File: src/rtl/exc_entry_pkg.sv
package exc_entry_pkg;
  localparam int XLEN   = 32;
  localparam int CODE_W = 5;
  localparam int CP_W   = 2;
  localparam int SS_W   = 4;

  localparam logic [31:0] BOOT_RESET = 32'hBFC0_0000;
  localparam logic [31:0] BOOT_OVF   = 32'hBFC0_0200;
  localparam logic [31:0] OFF_REFILL = 32'h0000_0000;
  localparam logic [31:0] OFF_GEN    = 32'h0000_0180;
  localparam logic [31:0] OFF_VINT   = 32'h0000_0200;
  localparam logic [31:0] INSN_BYTES = 32'd4;

  typedef enum logic [4:0] {
    C_INT    = 5'h00,
    C_TLBMOD = 5'h01,
    C_TLBLD  = 5'h02,
    C_TLBST  = 5'h03,
    C_ADEL   = 5'h04,
    C_ADES   = 5'h05,
    C_SYS    = 5'h08,
    C_BRK    = 5'h09,
    C_RSVD   = 5'h0A,
    C_CPU    = 5'h0B,
    C_OVF    = 5'h0C,
    C_TRAP   = 5'h0D
  } cause_e;

  typedef enum logic [2:0] {
    SEL_STATUS = 3'd0,
    SEL_CAUSE  = 3'd1,
    SEL_EPC    = 3'd2,
    SEL_BAD    = 3'd3,
    SEL_SHADOW = 3'd4
  } rd_sel_e;
endpackage

File: src/rtl/exc_vec_sel.sv
module exc_vec_sel
  import exc_entry_pkg::*;
#(
  parameter int AW = 32,
  parameter int CW = 5
) (
  input  logic          refill_i,
  input  logic          intr_i,
  input  logic [CW-1:0] code_i,
  input  logic          exl_i,
  input  logic          bev_i,
  input  logic          iv_i,
  input  logic [AW-1:0] base_i,
  output logic [AW-1:0] handler_o
);
  localparam logic [AW-1:0] GEN_OFS  = AW'(OFF_GEN);
  localparam logic [AW-1:0] REF_OFS  = AW'(OFF_REFILL);
  localparam logic [AW-1:0] VINT_OFS = AW'(OFF_VINT);
  localparam logic [AW-1:0] OVF_BOOT = AW'(BOOT_OVF);
  localparam logic [CW-1:0] OVF_CODE = CW'(C_OVF);

  always_comb begin
    if (refill_i) begin
      handler_o = exl_i ? (base_i + GEN_OFS) : (base_i + REF_OFS);
    end else if (intr_i) begin
      handler_o = iv_i ? (base_i + VINT_OFS) : (base_i + GEN_OFS);
    end else if ((code_i == OVF_CODE) && bev_i) begin
      handler_o = OVF_BOOT;
    end else begin
      handler_o = base_i + GEN_OFS;
    end
  end
endmodule

File: src/rtl/exc_state_regs.sv
module exc_state_regs
  import exc_entry_pkg::*;
#(
  parameter int AW   = 32,
  parameter int CW   = 5,
  parameter int PW   = 2,
  parameter int SW   = 4
) (
  input  logic          clk,
  input  logic          rst_ni,
  input  logic          req_i,
  input  logic [CW-1:0] code_i,
  input  logic          refill_i,
  input  logic [PW-1:0] cp_i,
  input  logic [AW-1:0] pc_i,
  input  logic [AW-1:0] npc_i,
  input  logic [AW-1:0] bad_i,
  input  logic          bev_i,
  input  logic [SW-1:0] ess_i,
  output logic          exl_o,
  output logic [CW-1:0] code_o,
  output logic [PW-1:0] ce_o,
  output logic          bd_o,
  output logic [AW-1:0] epc_o,
  output logic [AW-1:0] bad_o,
  output logic [SW-1:0] css_o,
  output logic [SW-1:0] pss_o
);
  localparam logic [AW-1:0] STEP = AW'(INSN_BYTES);

  logic          exl_q, exl_d;
  logic [CW-1:0] code_q, code_d;
  logic [PW-1:0] ce_q, ce_d;
  logic          bd_q, bd_d;
  logic [AW-1:0] epc_q, epc_d;
  logic [AW-1:0] bad_q, bad_d;
  logic [SW-1:0] css_q, css_d, pss_q, pss_d;
  logic          slot, grab_bad, shadow_en;

  assign slot      = (pc_i + STEP) != npc_i;
  assign grab_bad  = refill_i || ((code_i >= CW'(C_TLBMOD)) && (code_i <= CW'(C_ADES)));
  assign shadow_en = req_i && !exl_q && !bev_i;

  always_comb begin
    exl_d  = exl_q;
    code_d = code_q;
    ce_d   = ce_q;
    bd_d   = bd_q;
    epc_d  = epc_q;
    bad_d  = bad_q;
    css_d  = css_q;
    pss_d  = pss_q;
    if (req_i) begin
      exl_d  = 1'b1;
      code_d = code_i;
      ce_d   = (code_i == CW'(C_CPU)) ? cp_i : '0;
      bd_d   = slot;
      epc_d  = slot ? (pc_i - STEP) : pc_i;
      if (grab_bad) bad_d = bad_i;
    end
    if (shadow_en) begin
      pss_d = css_q;
      css_d = ess_i;
    end
  end

  always_ff @(posedge clk or negedge rst_ni) begin
    if (!rst_ni) begin
      exl_q  <= 1'b0;
      code_q <= '0;
      ce_q   <= '0;
      bd_q   <= 1'b0;
      epc_q  <= '0;
      bad_q  <= '0;
      css_q  <= '0;
      pss_q  <= '0;
    end else begin
      if (req_i) begin
        exl_q  <= exl_d;
        code_q <= code_d;
        ce_q   <= ce_d;
        bd_q   <= bd_d;
        epc_q  <= epc_d;
        bad_q  <= bad_d;
      end
      if (shadow_en) begin
        css_q <= css_d;
        pss_q <= pss_d;
      end
    end
  end

  assign exl_o  = exl_q;
  assign code_o = code_q;
  assign ce_o   = ce_q;
  assign bd_o   = bd_q;
  assign epc_o  = epc_q;
  assign bad_o  = bad_q;
  assign css_o  = css_q;
  assign pss_o  = pss_q;

  // a delay-slot fault backs EPC up by one instruction and flags it
  assert_slot_epc_R1: assert property (@(posedge clk) disable iff (!rst_ni)
    (req_i && ((pc_i + STEP) != npc_i)) |=> (bd_q && (epc_q == $past(pc_i) - STEP)));

  // the exception-level flag is always set after a request
  assert_exl_set_R2: assert property (@(posedge clk) disable iff (!rst_ni)
    req_i |=> exl_q);

  // shadow sets hold while exl or bev blocks the update
  assert_shadow_hold_R6: assert property (@(posedge clk) disable iff (!rst_ni)
    (req_i && (exl_q || bev_i)) |=> ($stable(css_q) && $stable(pss_q)));

  // nothing changes without a request
  assert_idle_hold_R12: assert property (@(posedge clk) disable iff (!rst_ni)
    !req_i |=> ($stable(epc_q) && $stable(bad_q) && $stable(code_q) && $stable(exl_q)));
endmodule

File: src/rtl/exc_fetch_redirect.sv
module exc_fetch_redirect
  import exc_entry_pkg::*;
#(
  parameter int AW = 32
) (
  input  logic          clk,
  input  logic          rst_ni,
  input  logic          req_i,
  input  logic [AW-1:0] handler_i,
  output logic          redirect_o,
  output logic [AW-1:0] pc_o,
  output logic [AW-1:0] npc_o,
  output logic [AW-1:0] nnpc_o
);
  localparam logic [AW-1:0] STEP  = AW'(INSN_BYTES);
  localparam logic [AW-1:0] RST_V = AW'(BOOT_RESET);

  logic          redir_q, redir_d;
  logic [AW-1:0] pc_q, pc_d, npc_q, npc_d, nnpc_q, nnpc_d;

  always_comb begin
    redir_d = req_i;
    pc_d    = pc_q;
    npc_d   = npc_q;
    nnpc_d  = nnpc_q;
    if (req_i) begin
      pc_d   = handler_i;
      npc_d  = handler_i + STEP;
      nnpc_d = handler_i + (STEP << 1);
    end
  end

  always_ff @(posedge clk or negedge rst_ni) begin
    if (!rst_ni) begin
      redir_q <= 1'b0;
      pc_q    <= RST_V;
      npc_q   <= RST_V + STEP;
      nnpc_q  <= RST_V + (STEP << 1);
    end else begin
      redir_q <= redir_d;
      if (req_i) begin
        pc_q   <= pc_d;
        npc_q  <= npc_d;
        nnpc_q <= nnpc_d;
      end
    end
  end

  assign redirect_o = redir_q;
  assign pc_o       = pc_q;
  assign npc_o      = npc_q;
  assign nnpc_o     = nnpc_q;

  // the three fetch addresses stay one instruction apart
  assert_fetch_seq_R7: assert property (@(posedge clk) disable iff (!rst_ni)
    redir_q |-> ((npc_q == pc_q + STEP) && (nnpc_q == npc_q + STEP)));

  // redirect is a single-cycle strobe for a single request
  assert_redirect_pulse_R7: assert property (@(posedge clk) disable iff (!rst_ni)
    (req_i && !$past(req_i)) |=> ($rose(redir_q) && (pc_q == $past(handler_i))));
endmodule

File: src/rtl/exc_entry_ctrl.sv
module exc_entry_ctrl
  import exc_entry_pkg::*;
#(
  parameter int AW = XLEN,
  parameter int CW = CODE_W,
  parameter int PW = CP_W,
  parameter int SW = SS_W
) (
  input  logic          clk,
  input  logic          rst_n,
  input  logic          exc_valid,
  input  logic [CW-1:0] exc_code,
  input  logic          exc_refill,
  input  logic          exc_intr,
  input  logic [PW-1:0] cp_num,
  input  logic [AW-1:0] cur_pc,
  input  logic [AW-1:0] nxt_pc,
  input  logic [AW-1:0] bad_addr,
  input  logic [AW-1:0] ebase,
  input  logic          bev,
  input  logic          iv,
  input  logic [SW-1:0] ess,
  output logic          redirect,
  output logic [AW-1:0] fetch_pc,
  output logic [AW-1:0] fetch_npc,
  output logic [AW-1:0] fetch_nnpc,
  input  logic [2:0]    rd_sel,
  output logic [AW-1:0] rd_data
);
  localparam int BD_POS = CW + PW;

  logic [1:0]    rst_sync_q;
  logic          rst_ni;
  logic          exl;
  logic [CW-1:0] code;
  logic [PW-1:0] ce;
  logic          bd;
  logic [AW-1:0] epc, bad_q, handler;
  logic [SW-1:0] css, pss;

  always_ff @(posedge clk or negedge rst_n) begin
    if (!rst_n) rst_sync_q <= 2'b00;
    else        rst_sync_q <= {rst_sync_q[0], 1'b1};
  end
  assign rst_ni = rst_sync_q[1];

  exc_vec_sel #(.AW(AW), .CW(CW)) u_vec (
    .refill_i (exc_refill),
    .intr_i   (exc_intr),
    .code_i   (exc_code),
    .exl_i    (exl),
    .bev_i    (bev),
    .iv_i     (iv),
    .base_i   (ebase),
    .handler_o(handler)
  );

  exc_state_regs #(.AW(AW), .CW(CW), .PW(PW), .SW(SW)) u_state (
    .clk     (clk),
    .rst_ni  (rst_ni),
    .req_i   (exc_valid),
    .code_i  (exc_code),
    .refill_i(exc_refill),
    .cp_i    (cp_num),
    .pc_i    (cur_pc),
    .npc_i   (nxt_pc),
    .bad_i   (bad_addr),
    .bev_i   (bev),
    .ess_i   (ess),
    .exl_o   (exl),
    .code_o  (code),
    .ce_o    (ce),
    .bd_o    (bd),
    .epc_o   (epc),
    .bad_o   (bad_q),
    .css_o   (css),
    .pss_o   (pss)
  );

  exc_fetch_redirect #(.AW(AW)) u_fetch (
    .clk       (clk),
    .rst_ni    (rst_ni),
    .req_i     (exc_valid),
    .handler_i (handler),
    .redirect_o(redirect),
    .pc_o      (fetch_pc),
    .npc_o     (fetch_npc),
    .nnpc_o    (fetch_nnpc)
  );

  always_comb begin
    rd_data = '0;
    case (rd_sel)
      SEL_STATUS: rd_data[0] = exl;
      SEL_CAUSE: begin
        rd_data[CW-1:0]    = code;
        rd_data[CW +: PW]  = ce;
        rd_data[BD_POS]    = bd;
      end
      SEL_EPC:    rd_data = epc;
      SEL_BAD:    rd_data = bad_q;
      SEL_SHADOW: begin
        rd_data[SW-1:0]  = css;
        rd_data[SW +: SW] = pss;
      end
      default:    rd_data = '0;
    endcase
  end

  // a refill with the flag clear lands on the base address itself
  assert_refill_base_R4: assert property (@(posedge clk) disable iff (!rst_ni)
    (exc_valid && exc_refill && !exl) |=> (fetch_pc == $past(ebase)));

  // a vectored interrupt lands on base + 0x200
  assert_vint_R5: assert property (@(posedge clk) disable iff (!rst_ni)
    (exc_valid && exc_intr && !exc_refill && iv) |=> (fetch_pc == $past(ebase) + AW'(OFF_VINT)));

  // coprocessor number reaches the cause register
  assert_cp_ce_R10: assert property (@(posedge clk) disable iff (!rst_ni)
    (exc_valid && (exc_code == CW'(C_CPU))) |=> (ce == $past(cp_num)));
endmodule

File: config.mk
export PLATFORM = sky130hd
export DESIGN_NAME = exc_entry_ctrl
export DESIGN_NICKNAME = d
export VERILOG_FILES = /design/src/rtl/exc_entry_pkg.sv /design/src/rtl/exc_vec_sel.sv /design/src/rtl/exc_state_regs.sv /design/src/rtl/exc_fetch_redirect.sv /design/src/rtl/exc_entry_ctrl.sv
export SDC_FILE = /design/constraint.sdc
export NUM_CORES = 1
export LEC_CHECK = 0
export CAP_MARGIN = 20
export CELL_PAD_IN_SITES_DETAIL_PLACEMENT = 1
export CELL_PAD_IN_SITES_GLOBAL_PLACEMENT = 1
export CORE_UTILIZATION = 30
export CTS_CLUSTER_SIZE = 24
export DETAILED_ROUTE_END_ITERATION = 6
export GPL_TIMING_DRIVEN = 0
export PLACE_DENSITY = 0.69
export SLEW_MARGIN = 15
export SYNTH_ARGS = -nofsm -noshare
export SYNTH_HDL_FRONTEND = slang
export SYNTH_SLANG_ARGS = --single-unit
File: constraint.sdc
create_clock -name clk -period 6.2 [get_ports clk]
set_input_delay 0.62 -clock clk [delete_from_list [all_inputs] [get_ports clk]]
set_output_delay 0.62 -clock clk [all_outputs]
set_load 0.005 [all_outputs]
==> impl_summary.log, run 1 <==
[metrics] Area Overhead vs Synth: 33.4%
[metrics] setup slack after layout: 1.04 ns
[metrics] count of clock tree sinks: 175
[metrics] maximum resistive drop on vdd: 0.000166 V
[metrics] static leakage power: 5.79 nW
[metrics] number of DRC violations after detailed-routing iteration 0: 615
[metrics] standard cell with the maximum stage delay on the critical path: sky130_fd_sc_hd__nor4_2
[metrics] ratio of cells with drive above 1 in the final layout: 12.5%
[metrics] switching power total: 1.00 mW
[metrics] critical setup path kind: primary input to flop
[metrics] gate count of the mapped netlist: 1,329
[metrics] total inserted antenna cells: 0
[metrics] mapped cell area: 11,800 um2
[metrics] critical register-to-register path endpoint: u_fetch.nnpc_o[29]
[metrics] maximum number of pins on one net before global-route repair: 57
[metrics] internal power component: 2.42 mW
[metrics] number of cells on the critical path: 13
[metrics] sequential share of power: 40.1%
[metrics] CTS tree: done
[metrics] max frequency: 194 MHz
[metrics] die span in x: 201 um
[metrics] number of primary I/O pins: 278
[metrics] number of warnings reported in the yosys synthesis log: 0
[metrics] global-route wire length before repair: 77,900 um
[metrics] period utilization: 83.2%
[metrics] area enclosed by the die boundary: 40,300 um2
[metrics] max-slew violations: 0
[metrics] placer congestion estimate: 0.939
[metrics] count of buffering cells on the critical path with inverters included: 4
[metrics] flip-flop and latch count after synthesis: 175
[metrics] Critical R2R Launch: u_state.exl_o
[metrics] setup repair after global routing missed its margin: false
[metrics] number of iterations in the first detailed-routing pass: 5
[metrics] maximum buffer depth of the clock tree: 2
[metrics] height of the die: 201 um
[metrics] most used flip-flop cell after synthesis: sky130_fd_sc_hd__dfrtp_1
[metrics] CTS H-tree depth: 4
[metrics] number of cells traversed by the worst register-to-register path: 10
[metrics] endpoint kind of the worst setup timing path: flop
[metrics] Starting Density: 30.5%
[metrics] Site Rows: 72
[metrics] fraction of registers with async set/reset: 100%
[metrics] dominant delay contributor by cell family on the critical path: simple AND/OR/NAND/NOR gates
[metrics] clock root buffer: sky130_fd_sc_hd__clkbuf_16
[metrics] number of setup buffers added after CTS: 0
[metrics] Global Route Usage Sum: 25.3%
[metrics] initial antenna violation count: 1
[metrics] Worst Setup Slack post-DPL: 0.698 ns
[metrics] Logic pwr share: 24.6%
[metrics] arrival time reported for the critical path endpoint: 5.51 ns
[metrics] outcome: finished, final reports clean
[metrics] sum of internal, switching and leakage power: 3.43 mW
[metrics] Post-DP HPWL: 39,800 um
[metrics] headroom to the max-slew limit: 22.9%
[metrics] total clock buffers created by CTS: 17
[metrics] total via count in the routed design: 12,000
[metrics] clock latency of the later-clocked register in the worst-skew pair: 0.45 ns
[metrics] max-cap violations: 0
[metrics] EDFF count, synth: 0
[metrics] Avg Synthesized Cell Area: 8.91 um2
[metrics] count of unique library cells instantiated by Yosys: 94
[metrics] wire length reported by the detailed router: 50,700 um
[metrics] Worst Skew: 0.00850 ns
[metrics] Remaining DRCs: 0
[metrics] Placeable Area: 38,800 um2
[metrics] clock period minus worst slack: 5.16 ns
[metrics] worst hold-check path type: flop to asynchronous set/reset pin
[metrics] Clock power frac: 35.3%
[metrics] average detailed-routed wire length per instance: 23.7 um
[metrics] maximum fanout along the worst path: 10
[metrics] kind of start point of the critical path: primary input
[metrics] fin nets: 1,763
[metrics] Critical Path, Cell by Cell: clkdlybuf4s50_1 > clkbuf_1 > inv_1 > ha_1 > clkbuf_1 > nand4b_1 > nor2_1 > o22ai_1 > o22ai_1 > nand4b_1 > nor4_2 > nor4bb_1 > o31ai_1
[metrics] Tightest Pin Transition: 1.15 ns
[metrics] number of gates given a new drive strength after cts: 0
[metrics] # hold bufs at CTS: 0
[metrics] total setup violations reported at the end of the flow: 0
[metrics] Largest stage delay, worst path: 0.80 ns
[metrics] detailed-route vias per instance: 5.63
[metrics] PortBufs: 257
[metrics] count of filler cells inserted in the layout: 4,508
[metrics] Detail Route Antenna Nets: 0
[metrics] clock transition time at the flip-flop clock pins of the worst setup and hold paths: 0.07 ns
[metrics] power density cells: 217 nW/um2
[metrics] Worst Hold Slack: 0.259 ns
[metrics] sequential share of the synthesized area: 37.3%
[metrics] Overflow after GRT: 0
[metrics] endpoints failing hold: 0
[metrics] Required @ worst endpoint: 6.55 ns
[metrics] net switching share of the total power: 29.3%
[metrics] number of nets produced by synthesis: 1,484
[metrics] vias in the first global route: 12,500
[metrics] worst-case register-to-register setup slack: 2.00 ns
[metrics] post-route setup TNS: 0 ns
-- how the worst max path moves through the flow --
stage	from	end	slack, ns
4_1_cts	ebase[8]	u_fetch.nnpc_o[29]	1.16
2_1_floorplan	rst_sync_q[1]	u_fetch.nnpc_o[0]	1.01
6_report	ebase[8]	u_fetch.nnpc_o[29]	1.04
3_5_place_dp	ebase[8]	u_fetch.nnpc_o[29]	0.70
3_3_place_gp	rst_sync_q[1]	u_fetch.nnpc_o[16]	-1.46
5_1_grt	ebase[8]	u_fetch.nnpc_o[29]	0.88
-- synthesized netlist by cell type (all sizes together), types with 6 or more instances --
library cell	number	area share, %
o311ai	6	0.57
a22oi	10	0.63
o2bb2ai	7	0.52
or4	33	2.1
nand3b	6	0.38
and4	10	0.74
dfstp	29	6.4
a22o	26	1.9
or2	11	0.58
mux2	69	6.6
mux2i	17	1.4
a21oi	45	1.9
nand4b	9	0.67
xor2	29	2.1
o21a	6	0.38
a31oi	40	2.1
a21o	11	0.70
nand2	100	3.2
xnor2	50	3.7
nand3	48	2.1
dfrtp	146	31
o2111ai	6	0.50
o41ai	10	0.74
nor2	137	4.4
or3	20	1.1
nor3	36	1.6
clkbuf	66	2.1
nor4	35	2.2
nand4	33	1.9
and2	14	0.76
ha	6	0.63
buf	34	1.6
o22ai	14	0.79
nor2b	15	0.79
inv	20	0.63
nand2b	20	1.1
o31ai	26	1.6
and3	11	0.59
o211ai	10	0.63
o21ai	43	1.8
-- power by group through the flow --
stage | clock network [mW] | registers, mW | logic, mW
6_report | 1.21 | 1.37 | 0.843
3_3_place_gp | 0 | 1.41 | 0.799
4_1_cts | 1.23 | 1.37 | 0.848
3_5_place_dp | 0 | 1.39 | 0.844
5_1_grt | 1.27 | 1.39 | 0.909
2_1_floorplan | 0 | 1.38 | 0.378
-- cell type report --
cell class,instances,area (um2),area share [%]
timing repair buffer,260,2650,16.8
multi-input combinational,1033,6930,43.9
sequential,175,4420,28.0
tap,518,648,4.10
clock buffer,19,433,2.74
inverter,21,78.8,0.499
buffer,100,433,2.74
clock inverter,13,210,1.33
-- placed cells by master (no fill, tap or decap), types with 11 or more instances in the layout --
cell                              synthesis  layout
sky130_fd_sc_hd__xor2_1                  29      29
sky130_fd_sc_hd__dfrtp_1                146     145
sky130_fd_sc_hd__o31ai_1                 26      26
sky130_fd_sc_hd__clkbuf_16                0      17
sky130_fd_sc_hd__nand2_1                 98      98
sky130_fd_sc_hd__a21o_1                  11      11
sky130_fd_sc_hd__clkdlybuf4s50_1          0     257
sky130_fd_sc_hd__dfstp_2                 29      29
sky130_fd_sc_hd__nor3_1                  33      31
sky130_fd_sc_hd__clkbuf_1                66      68
sky130_fd_sc_hd__o22ai_1                 13      13
sky130_fd_sc_hd__a22o_1                  26      26
sky130_fd_sc_hd__nand4_1                 32      32
sky130_fd_sc_hd__or2_2                   11      11
sky130_fd_sc_hd__or3_1                   20      20
sky130_fd_sc_hd__or4_1                   32      32
sky130_fd_sc_hd__nand2b_1                20      20
sky130_fd_sc_hd__mux2i_1                 17      17
sky130_fd_sc_hd__xnor2_1                 50      50
sky130_fd_sc_hd__nand3_1                 47      47
sky130_fd_sc_hd__a21oi_1                 45      45
sky130_fd_sc_hd__buf_2                   22      22
sky130_fd_sc_hd__and2_1                  12      12
sky130_fd_sc_hd__nor2_1                 136     136
sky130_fd_sc_hd__o21ai_0                 42      42
sky130_fd_sc_hd__nor4_1                  31      30
sky130_fd_sc_hd__a31oi_1                 40      40
sky130_fd_sc_hd__mux2_2                  69      69
sky130_fd_sc_hd__inv_1                   18      18
sky130_fd_sc_hd__nor2b_1                 15      15
-- through the flow --
stage | cell area, um2 | utilization (%) | cells
after CTS | 15800 | 40.7 | 2139
after detailed placement | 15200 | 39.0 | 2107
final | 15800 | 40.7 | 2139
after global routing | 15800 | 40.7 | 2139
after global placement | 15100 | 38.8 | 2104
after floorplan | 11800 | - | 1329
-- worst reg2reg max path: stages (launching register included) --
cell                       delay [ns]
sky130_fd_sc_hd__dfrtp_1         0.46
sky130_fd_sc_hd__nor2b_1         0.13
sky130_fd_sc_hd__buf_2           0.21
sky130_fd_sc_hd__buf_2           0.31
sky130_fd_sc_hd__o21a_1          0.22
sky130_fd_sc_hd__nor2_1          0.07
sky130_fd_sc_hd__o311ai_2        0.88
sky130_fd_sc_hd__nand4b_1        0.54
sky130_fd_sc_hd__nor4_2          0.80
sky130_fd_sc_hd__nor4bb_1        0.37
sky130_fd_sc_hd__o31ai_1         0.11
-- per-layer routing --
metal | share of wire, % | global-route usage (%)
met3 | 4.8 | 4.01
met5 | 0.022 | 0
met2 | 49 | 43.7
met4 | 2.5 | 7.39
met1 | 44 | 32.3
-- registers in the layout (all words and copies together), names as in the netlist --
name	cells
u_state.ce_o	2
u_state.code_o	5
u_fetch.pc_o	29
rst_sync_q	2
u_fetch.nnpc_o	32
u_state.bd_o	1
u_state.epc_o	32
u_state.css_o	4
u_state.pss_o	4
u_state.exl_o	1
u_state.bad_o	32
u_fetch.npc_o	30
u_fetch.redirect_o	1
-- cell families after synthesis --
kind of cell,count (synthesis),synth area share [%]
AND/OR/NAND/NOR,555,25.5
AO/OA/AOI/OAI,306,18.4
flip-flops,175,37.3
buffers and inverters,121,4.32
multiplexers,86,8.00
XOR/XNOR,79,5.84
adder cells (fa/ha/maj),6,0.634
other,1,0.0317
(Power assumes the default switching activity.)
==> run 2: changes to the inputs <==
--- a/config.mk
+++ b/config.mk
@@ -12,7 +12,7 @@
 export CTS_CLUSTER_SIZE = 24
 export DETAILED_ROUTE_END_ITERATION = 6
 export GPL_TIMING_DRIVEN = 0
-export PLACE_DENSITY = 0.69
+export PLACE_DENSITY = 0.71
 export SLEW_MARGIN = 15
 export SYNTH_ARGS = -nofsm -noshare
 export SYNTH_HDL_FRONTEND = slang
==> constraint.sdc (replaced) <==
create_clock -name clk -period 4.5 [get_ports clk]
set_input_delay 0.45 -clock clk [delete_from_list [all_inputs] [get_ports clk]]
set_output_delay 0.45 -clock clk [all_outputs]
set_load 0.005 [all_outputs]
==> run 2 against run 1 <==
Compared with the run above:
- clock power up 27%
- cell count is 0.33% higher
- clock skew grew 0.0010 ns
- flip-flop and latch count did not move
- largest cell class unchanged
- critical path type unchanged
- combinational power rose by 40%
- die area stayed put
- utilization rose by 0.30 points
- sequential share of layout area is 0.21 points lower
- count of clock-buffer cells in the layout rose by 1
- sequential power is 38% higher
==> impl_summary.log, run 2 (same netlist as run 1, synthesis figures left out) <==
[metrics] Largest stage delay, worst path: 0.56 ns (-0.24 ns)
[metrics] arrival time reported for the critical path endpoint: 4.68 ns (-0.83 ns)
[metrics] count of filler cells inserted in the layout: 4,487 (-0.47%)
[metrics] total via count in the routed design: 12,100 (+0.37%)
[metrics] outcome: finished, final reports clean
[metrics] total inserted antenna cells: 0 (unchanged)
[metrics] height of the die: 201 um (unchanged)
[metrics] number of DRC violations after detailed-routing iteration 0: 765 (+24%)
[metrics] maximum fanout along the worst path: 10 (unchanged)
[metrics] worst-case register-to-register setup slack: 0.54 ns (-1.46 ns)
[metrics] average detailed-routed wire length per instance: 23.9 um (+0.99%)
[metrics] count of clock tree sinks: 175 (unchanged)
[metrics] Clock power frac: 33.4% (-1.9 points)
[metrics] worst hold-check path type: primary input to asynchronous set/reset pin
[metrics] detailed-routed wire length on met2: 25,000 um (+0.34%)
[metrics] period utilization: 95.4%
[metrics] CTS tree: done
[metrics] Final Util: 41.0% (+0.30 points)
[metrics] die span in x: 201 um (unchanged)
[metrics] switching power total: 1.40 mW (+40%)
[metrics] maximum resistive drop on vdd: 0.000251 V (+52%)
[metrics] wire length reported by the detailed router: 51,400 um (+1.3%)
[metrics] topmost layer with routed signal wires: met5
[metrics] endpoints failing hold: 0 (unchanged)
[metrics] ratio of cells with drive above 1 in the final layout: 13.8% (+1.2 points)
[metrics] Required @ worst endpoint: 4.89 ns (-1.66 ns)
[metrics] max frequency: 233 MHz
[metrics] most common cell after layout, fill and taps aside: sky130_fd_sc_hd__clkdlybuf4s50_1
[metrics] headroom to the max-slew limit: 23.3% (+0.36 points)
[metrics] critical register-to-register path endpoint: u_fetch.nnpc_o[26]
[metrics] commonest non-fill, non-tap cells in the layout: 257 x sky130_fd_sc_hd__clkdlybuf4s50_1, 145 x sky130_fd_sc_hd__dfrtp_1, 135 x sky130_fd_sc_hd__nor2_1
[metrics] post-route setup TNS: 0 ns (unchanged)
[metrics] number of iterations in the first detailed-routing pass: 6 (+1)
[metrics] clock transition time at the flip-flop clock pins of the worst setup and hold paths: 0.07 ns (about the same)
[metrics] maximum number of pins on one net before global-route repair: 55 (-3.5%)
[metrics] clock period minus worst slack: 4.29 ns
[metrics] maximum buffer depth of the clock tree: 2 (unchanged)
[metrics] detailed-route vias per instance: 5.63 (about the same)
[metrics] Worst Skew: 0.00953 ns (+0.00102 ns)
[metrics] static leakage power: 5.85 nW (+1.1%)
[metrics] CTS H-tree depth: 4 (unchanged)
[metrics] endpoint kind of the worst setup timing path: flop
[metrics] max-slew violations: 0 (unchanged)
[metrics] Critical R2R Launch: u_state.exl_o
[metrics] internal power component: 3.20 mW (+32%)
[metrics] max-cap violations: 0 (unchanged)
[metrics] count of buffering cells on the critical path with inverters included: 6 (+2)
[metrics] vias in the first global route: 12,600 (+1.0%)
[metrics] clock root buffer: sky130_fd_sc_hd__clkbuf_16
[metrics] met1 wire length: 22,600 um (+2.0%)
[metrics] setup repair after global routing missed its margin: false
[metrics] Placeable Area: 38,800 um2 (unchanged)
[metrics] total clock buffers created by CTS: 17 (unchanged)
[metrics] number of cells on the critical path: 15 (+2)
[metrics] power density cells: 289 nW/um2 (+33%)
[metrics] clock latency of the later-clocked register in the worst-skew pair: 0.44 ns (about the same)
[metrics] Logic pwr share: 25.6% (+1.0 points)
[metrics] Critical Path, Cell by Cell: clkdlybuf4s50_1 > clkbuf_4 > inv_1 > ha_1 > clkbuf_1 > nand4b_1 > buf_4 > nor2_2 > o22ai_1 > o22ai_2 > and4b_1 > nand2_1 > clkbuf_1 > or4_1 > nand3_1
[metrics] number of primary I/O pins: 278 (unchanged)
[metrics] Site Rows: 72 (unchanged)
[metrics] most prevalent standard cell on the critical path: sky130_fd_sc_hd__clkbuf_1
[metrics] critical setup path kind: primary input to flop
[metrics] length of routed met3 wiring: 2600 um (+7.6%)
[metrics] Starting Density: 30.5% (unchanged)
[metrics] dominant delay contributor by cell family on the critical path: simple AND/OR/NAND/NOR gates
[metrics] Worst Hold Slack: 0.171 ns (-0.0881 ns)
[metrics] fin nets: 1,771 (+0.45%)
[metrics] Global Route Usage Sum: 25.4% (+0.10 points)
[metrics] Detail Route Antenna Nets: 0 (unchanged)
[metrics] total setup violations reported at the end of the flow: 0 (unchanged)
[metrics] area enclosed by the die boundary: 40,300 um2 (unchanged)
[metrics] Area Overhead vs Synth: 34.4%
[metrics] sequential share of power: 41.0% (+0.9 points)
[metrics] standard cell with the maximum stage delay on the critical path: sky130_fd_sc_hd__or4_1
[metrics] global-route wire length before repair: 78,400 um (+0.59%)
[metrics] Tightest Pin Transition: 1.15 ns (+0.00161 ns)
[metrics] PortBufs: 257 (unchanged)
[metrics] sum of internal, switching and leakage power: 4.61 mW (+34%)
[metrics] kind of start point of the critical path: primary input
[metrics] number of cells traversed by the worst register-to-register path: 11 (+1)
[metrics] net switching share of the total power: 30.5% (+1.1 points)
[metrics] Post-DP HPWL: 40,300 um (+1.2%)
[metrics] initial antenna violation count: 3 (+2)
[metrics] placer congestion estimate: 0.922 (-1.8%)
[metrics] Remaining DRCs: 0 (unchanged)
[metrics] Overflow after GRT: 0 (unchanged)
## run 2: routing by layer
layer,vias to the layer above,global-route usage (%)
li1,5536,-
met1,6076,33.2
met2,412,43.2
met3,62,3.81
met4,4,7.17
met5,-,0
## run 2: worst max path at each step
stage	from	to
6_report	ebase[7]	u_fetch.nnpc_o[26]
5_1_grt	ebase[7]	u_fetch.npc_o[28]
4_1_cts	ebase[7]	u_fetch.npc_o[28]
3_5_place_dp	ebase[8]	u_fetch.npc_o[27]
3_3_place_gp	exc_code[2]	u_fetch.npc_o[29]
2_1_floorplan	ebase[8]	u_fetch.npc_o[28]
## run 2: power by group through the flow
stage	sequential, mW	clock (mW)	combinational [mW]
after global placement	1.94	0	1.10
after CTS	1.89	1.57	1.17
after global routing	1.91	1.62	1.27
after detailed placement	1.92	0	1.17
final	1.89	1.54	1.18
after floorplan	1.90	0	0.521
## run 2: metrics by stage
step / cells / instance area, um2 / setup WS [ns]
floorplan: 1329 / 11800 / 1.04
global placement: 2104 / 15100 / -1.04
detailed placement: 2109 / 15200 / -0.863
CTS: 2140 / 15800 / -0.0317
global route: 2146 / 15900 / 0.0546
finish: 2146 / 15900 / 0.206
## run 2: layout make-up
cell class / count / area [um2] / share of cell area (%)
plain buffers: 99 / 434 / 2.73
clock buffers: 20 / 457 / 2.87
clock inverters: 11 / 131 / 0.825
inverters: 21 / 78.8 / 0.495
multi-input cells: 1033 / 7040 / 44.2
flip-flops and latches: 175 / 4420 / 27.8
well taps: 518 / 648 / 4.07
repair buffers: 269 / 2710 / 17.0
## run 2: timing repair
action                                  CTS  global route
setup buffers                             0             6
endpoints found under the setup margin   31            29
hold endpoints to repair                  0             0
hold buffers                              0             0
gates resized for setup                   5            15
pin swaps                                 0             2
==> run 3: changes to the inputs <==
--- a/config.mk
+++ b/config.mk
@@ -13,7 +13,8 @@
 export DETAILED_ROUTE_END_ITERATION = 6
 export GPL_TIMING_DRIVEN = 0
 export PLACE_DENSITY = 0.71
-export SLEW_MARGIN = 15
+export RECOVER_POWER = 25
+export SLEW_MARGIN = 20
 export SYNTH_ARGS = -nofsm -noshare
 export SYNTH_HDL_FRONTEND = slang
 export SYNTH_SLANG_ARGS = --single-unit
==> run 3 against run 2 <==
Compared with the run above:
- the run now ends with capacitance limit, slew limit left
- sequential share of layout area increased by 0.15 points
- clock skew decreased by 0.0030 ns
- cell count decreased by 0.14%
- die area unchanged
- count of clock-buffer cells in the layout unchanged
- sequential power about the same
- register-to-register slack improved by 0.05 ns
- critical path type unchanged
==> impl_summary.log, run 3 (same netlist as run 1, synthesis figures left out) <==
[metrics] Post-DP HPWL: 40,200 um (-0.16%)
[metrics] count of filler cells inserted in the layout: 4,504 (+0.38%)
[metrics] detailed-route vias per instance: 5.66 (+0.52%)
[metrics] Starting Density: 30.5% (unchanged)
[metrics] total clock buffers created by CTS: 17 (unchanged)
[metrics] ratio of cells with drive above 1 in the final layout: 13.5% (-0.28 points)
[metrics] maximum fanout along the worst path: 10 (unchanged)
[metrics] setup repair after global routing missed its margin: false
[metrics] endpoints failing hold: 0 (unchanged)
[metrics] count of buffering cells on the critical path with inverters included: 3 (-3)
[metrics] headroom to the max-slew limit: -105% (-130 points)
[metrics] max-slew violations: 105 (+105)
[metrics] maximum number of pins on one net before global-route repair: 55 (unchanged)
[metrics] CTS H-tree depth: 4 (unchanged)
[metrics] number of iterations in the first detailed-routing pass: 5 (-1)
[metrics] CTS tree: done
[metrics] maximum buffer depth of the clock tree: 2 (unchanged)
[metrics] PortBufs: 257 (unchanged)
[metrics] clock root buffer: sky130_fd_sc_hd__clkbuf_16
[metrics] commonest non-fill, non-tap cells in the layout: 255 x sky130_fd_sc_hd__clkdlybuf4s50_1, 146 x sky130_fd_sc_hd__dfrtp_1, 135 x sky130_fd_sc_hd__nor2_1
[metrics] total setup violations reported at the end of the flow: 0 (unchanged)
[metrics] number of cells traversed by the worst register-to-register path: 11 (unchanged)
[metrics] power density cells: 286 nW/um2 (-1.2%)
[metrics] Critical R2R Launch: u_state.exl_o
[metrics] static leakage power: 5.80 nW (-0.89%)
[metrics] standard cell with the maximum stage delay on the critical path: sky130_fd_sc_hd__or4_1
[metrics] Tightest Pin Transition: 3.08 ns (+1.93 ns)
[metrics] global-route wire length before repair: 78,500 um (+0.14%)
[metrics] die span in x: 201 um (unchanged)
[metrics] critical setup path kind: primary input to flop
[metrics] clock transition time at the flip-flop clock pins of the worst setup and hold paths: 0.07 ns (about the same)
[metrics] max frequency: 235 MHz (+0.74%)
[metrics] Global Route Usage Sum: 25.4% (+0.068 points)
[metrics] Remaining DRCs: 0 (unchanged)
[metrics] sum of internal, switching and leakage power: 4.52 mW (-1.8%)
[metrics] most prevalent standard cell on the critical path: sky130_fd_sc_hd__nand4_1
[metrics] Worst Hold Slack: 0.241 ns (+0.0700 ns)
[metrics] Worst Setup Slack post-DPL: -0.800 ns (+0.0625 ns)
[metrics] height of the die: 201 um (unchanged)
[metrics] arrival time reported for the critical path endpoint: 4.61 ns (-0.07 ns)
[metrics] count of clock tree sinks: 175 (unchanged)
[metrics] fin nets: 1,767 (-0.23%)
[metrics] vias in the first global route: 12,600 (-0.0079%)
[metrics] Worst Skew: 0.00650 ns (-0.00303 ns)
[metrics] max-cap violations: 2 (+2)
[metrics] violations in the final reports: capacitance limit, slew limit
[metrics] number of DRC violations after detailed-routing iteration 0: 673 (-12%)
[metrics] number of cells on the critical path: 13 (-2)
[metrics] kind of start point of the critical path: primary input
[metrics] total inserted antenna cells: 0 (unchanged)
[metrics] most common cell after layout, fill and taps aside: sky130_fd_sc_hd__clkdlybuf4s50_1
[metrics] Required @ worst endpoint: 4.85 ns (-0.04 ns)
[metrics] Area Overhead vs Synth: 33.6%
[metrics] clock period minus worst slack: 4.26 ns (-0.0316 ns)
[metrics] area enclosed by the die boundary: 40,300 um2 (unchanged)
[metrics] post-route setup TNS: 0 ns (unchanged)
[metrics] number of primary I/O pins: 278 (unchanged)
[metrics] average detailed-routed wire length per instance: 23.9 um (-0.14%)
[metrics] clock latency of the later-clocked register in the worst-skew pair: 0.44 ns (about the same)
[metrics] initial antenna violation count: 2 (-1)
[metrics] Overflow after GRT: 0 (unchanged)
[metrics] total via count in the routed design: 12,100 (+0.38%)
[metrics] Placeable Area: 38,800 um2 (unchanged)
[metrics] endpoint kind of the worst setup timing path: flop
[metrics] worst-case register-to-register setup slack: 0.59 ns (+0.05 ns)
[metrics] worst hold-check path type: primary input to asynchronous set/reset pin
[metrics] maximum resistive drop on vdd: 0.000233 V (-7.3%)
[metrics] outcome: complete, but fails checks
[metrics] period utilization: 94.7% (-0.70 points)
[metrics] Detail Route Antenna Nets: 0 (unchanged)
[metrics] dominant delay contributor by cell family on the critical path: simple AND/OR/NAND/NOR gates
[metrics] placer congestion estimate: 0.922 (unchanged)
[metrics] Largest stage delay, worst path: 0.51 ns (-0.05 ns)
[metrics] wire length reported by the detailed router: 51,200 um (-0.28%)
[metrics] setup slack after layout: 0.238 ns (+0.0316 ns)
[metrics] Site Rows: 72 (unchanged)
[metrics] Critical Path, Cell by Cell: clkdlybuf4s50_1 > nor4bb_1 > clkbuf_1 > nand4_1 > clkbuf_2 > and2_1 > ha_1 > nand4_1 > nor4_4 > nand2_1 > nor3_4 > a21oi_1 > or4_1
[metrics] critical register-to-register path endpoint: u_fetch.npc_o[27]
==> run 3: layer usage <==
layer	wire [um]	share of wire [%]	track usage, %	vias up
met1	22200	43	32.9	6114
met2	24800	48	43.0	402
li1	-	-	-	5533
met4	1610	3.1	8.64	2
met3	2620	5.1	4.01	85
met5	13	0.025	0	-
==> run 3: how the worst max path moves through the flow <==
| stage | from | end | slack (ns) |
|---|---|---|---|
| after floorplan | ebase[8] | u_fetch.npc_o[28] | 1.04 |
| after global placement | exc_code[2] | u_fetch.npc_o[29] | -1.04 |
| after detailed placement | ebase[8] | u_fetch.npc_o[27] | -0.80 |
| after CTS | ebase[7] | u_fetch.nnpc_o[29] | -0.007 |
| after global routing | ebase[7] | u_fetch.npc_o[28] | 0.02 |
| final | exc_code[2] | u_fetch.npc_o[29] | 0.24 |
==> run 3: final cells by class <==
cell class | count | area [um2] | share of cell area [%]
Multi-Input combinational cell | 1033 | 7040 | 44.5
Sequential cell | 175 | 4420 | 27.9
Timing Repair Buffer | 265 | 2650 | 16.7
Tap cell | 518 | 648 | 4.10
Clock buffer | 20 | 447 | 2.82
Buffer | 99 | 434 | 2.74
Clock inverter | 12 | 111 | 0.704
Inverter | 21 | 78.8 | 0.498
==> run 3: through the flow <==
stage	std cells	util (%)	area, um2
3_5_place_dp	2107	39.1	15200
3_3_place_gp	2104	38.8	15100
6_report	2143	40.8	15800
5_1_grt	2143	40.8	15800
2_1_floorplan	1329	-	11800
4_1_cts	2138	40.6	15800
==> run 3: power by group <==
group | leakage, nW | internal (mW) | switching, mW | total [mW]
Combinational | 3.52 | 0.580 | 0.592 | 1.17
Sequential | 2.01 | 1.77 | 0.124 | 1.89
Clock | 0.267 | 0.782 | 0.678 | 1.46
Total | 5.80 | 3.13 | 1.39 | 4.52
==> run 3: repair_timing <==
action | CTS | global route
hold buffers | 0 | 0
endpoints found under the setup margin | 28 | 32
pin swaps | 0 | 2
buffers inserted | 0 | 5
gates resized for setup | 5 | 14
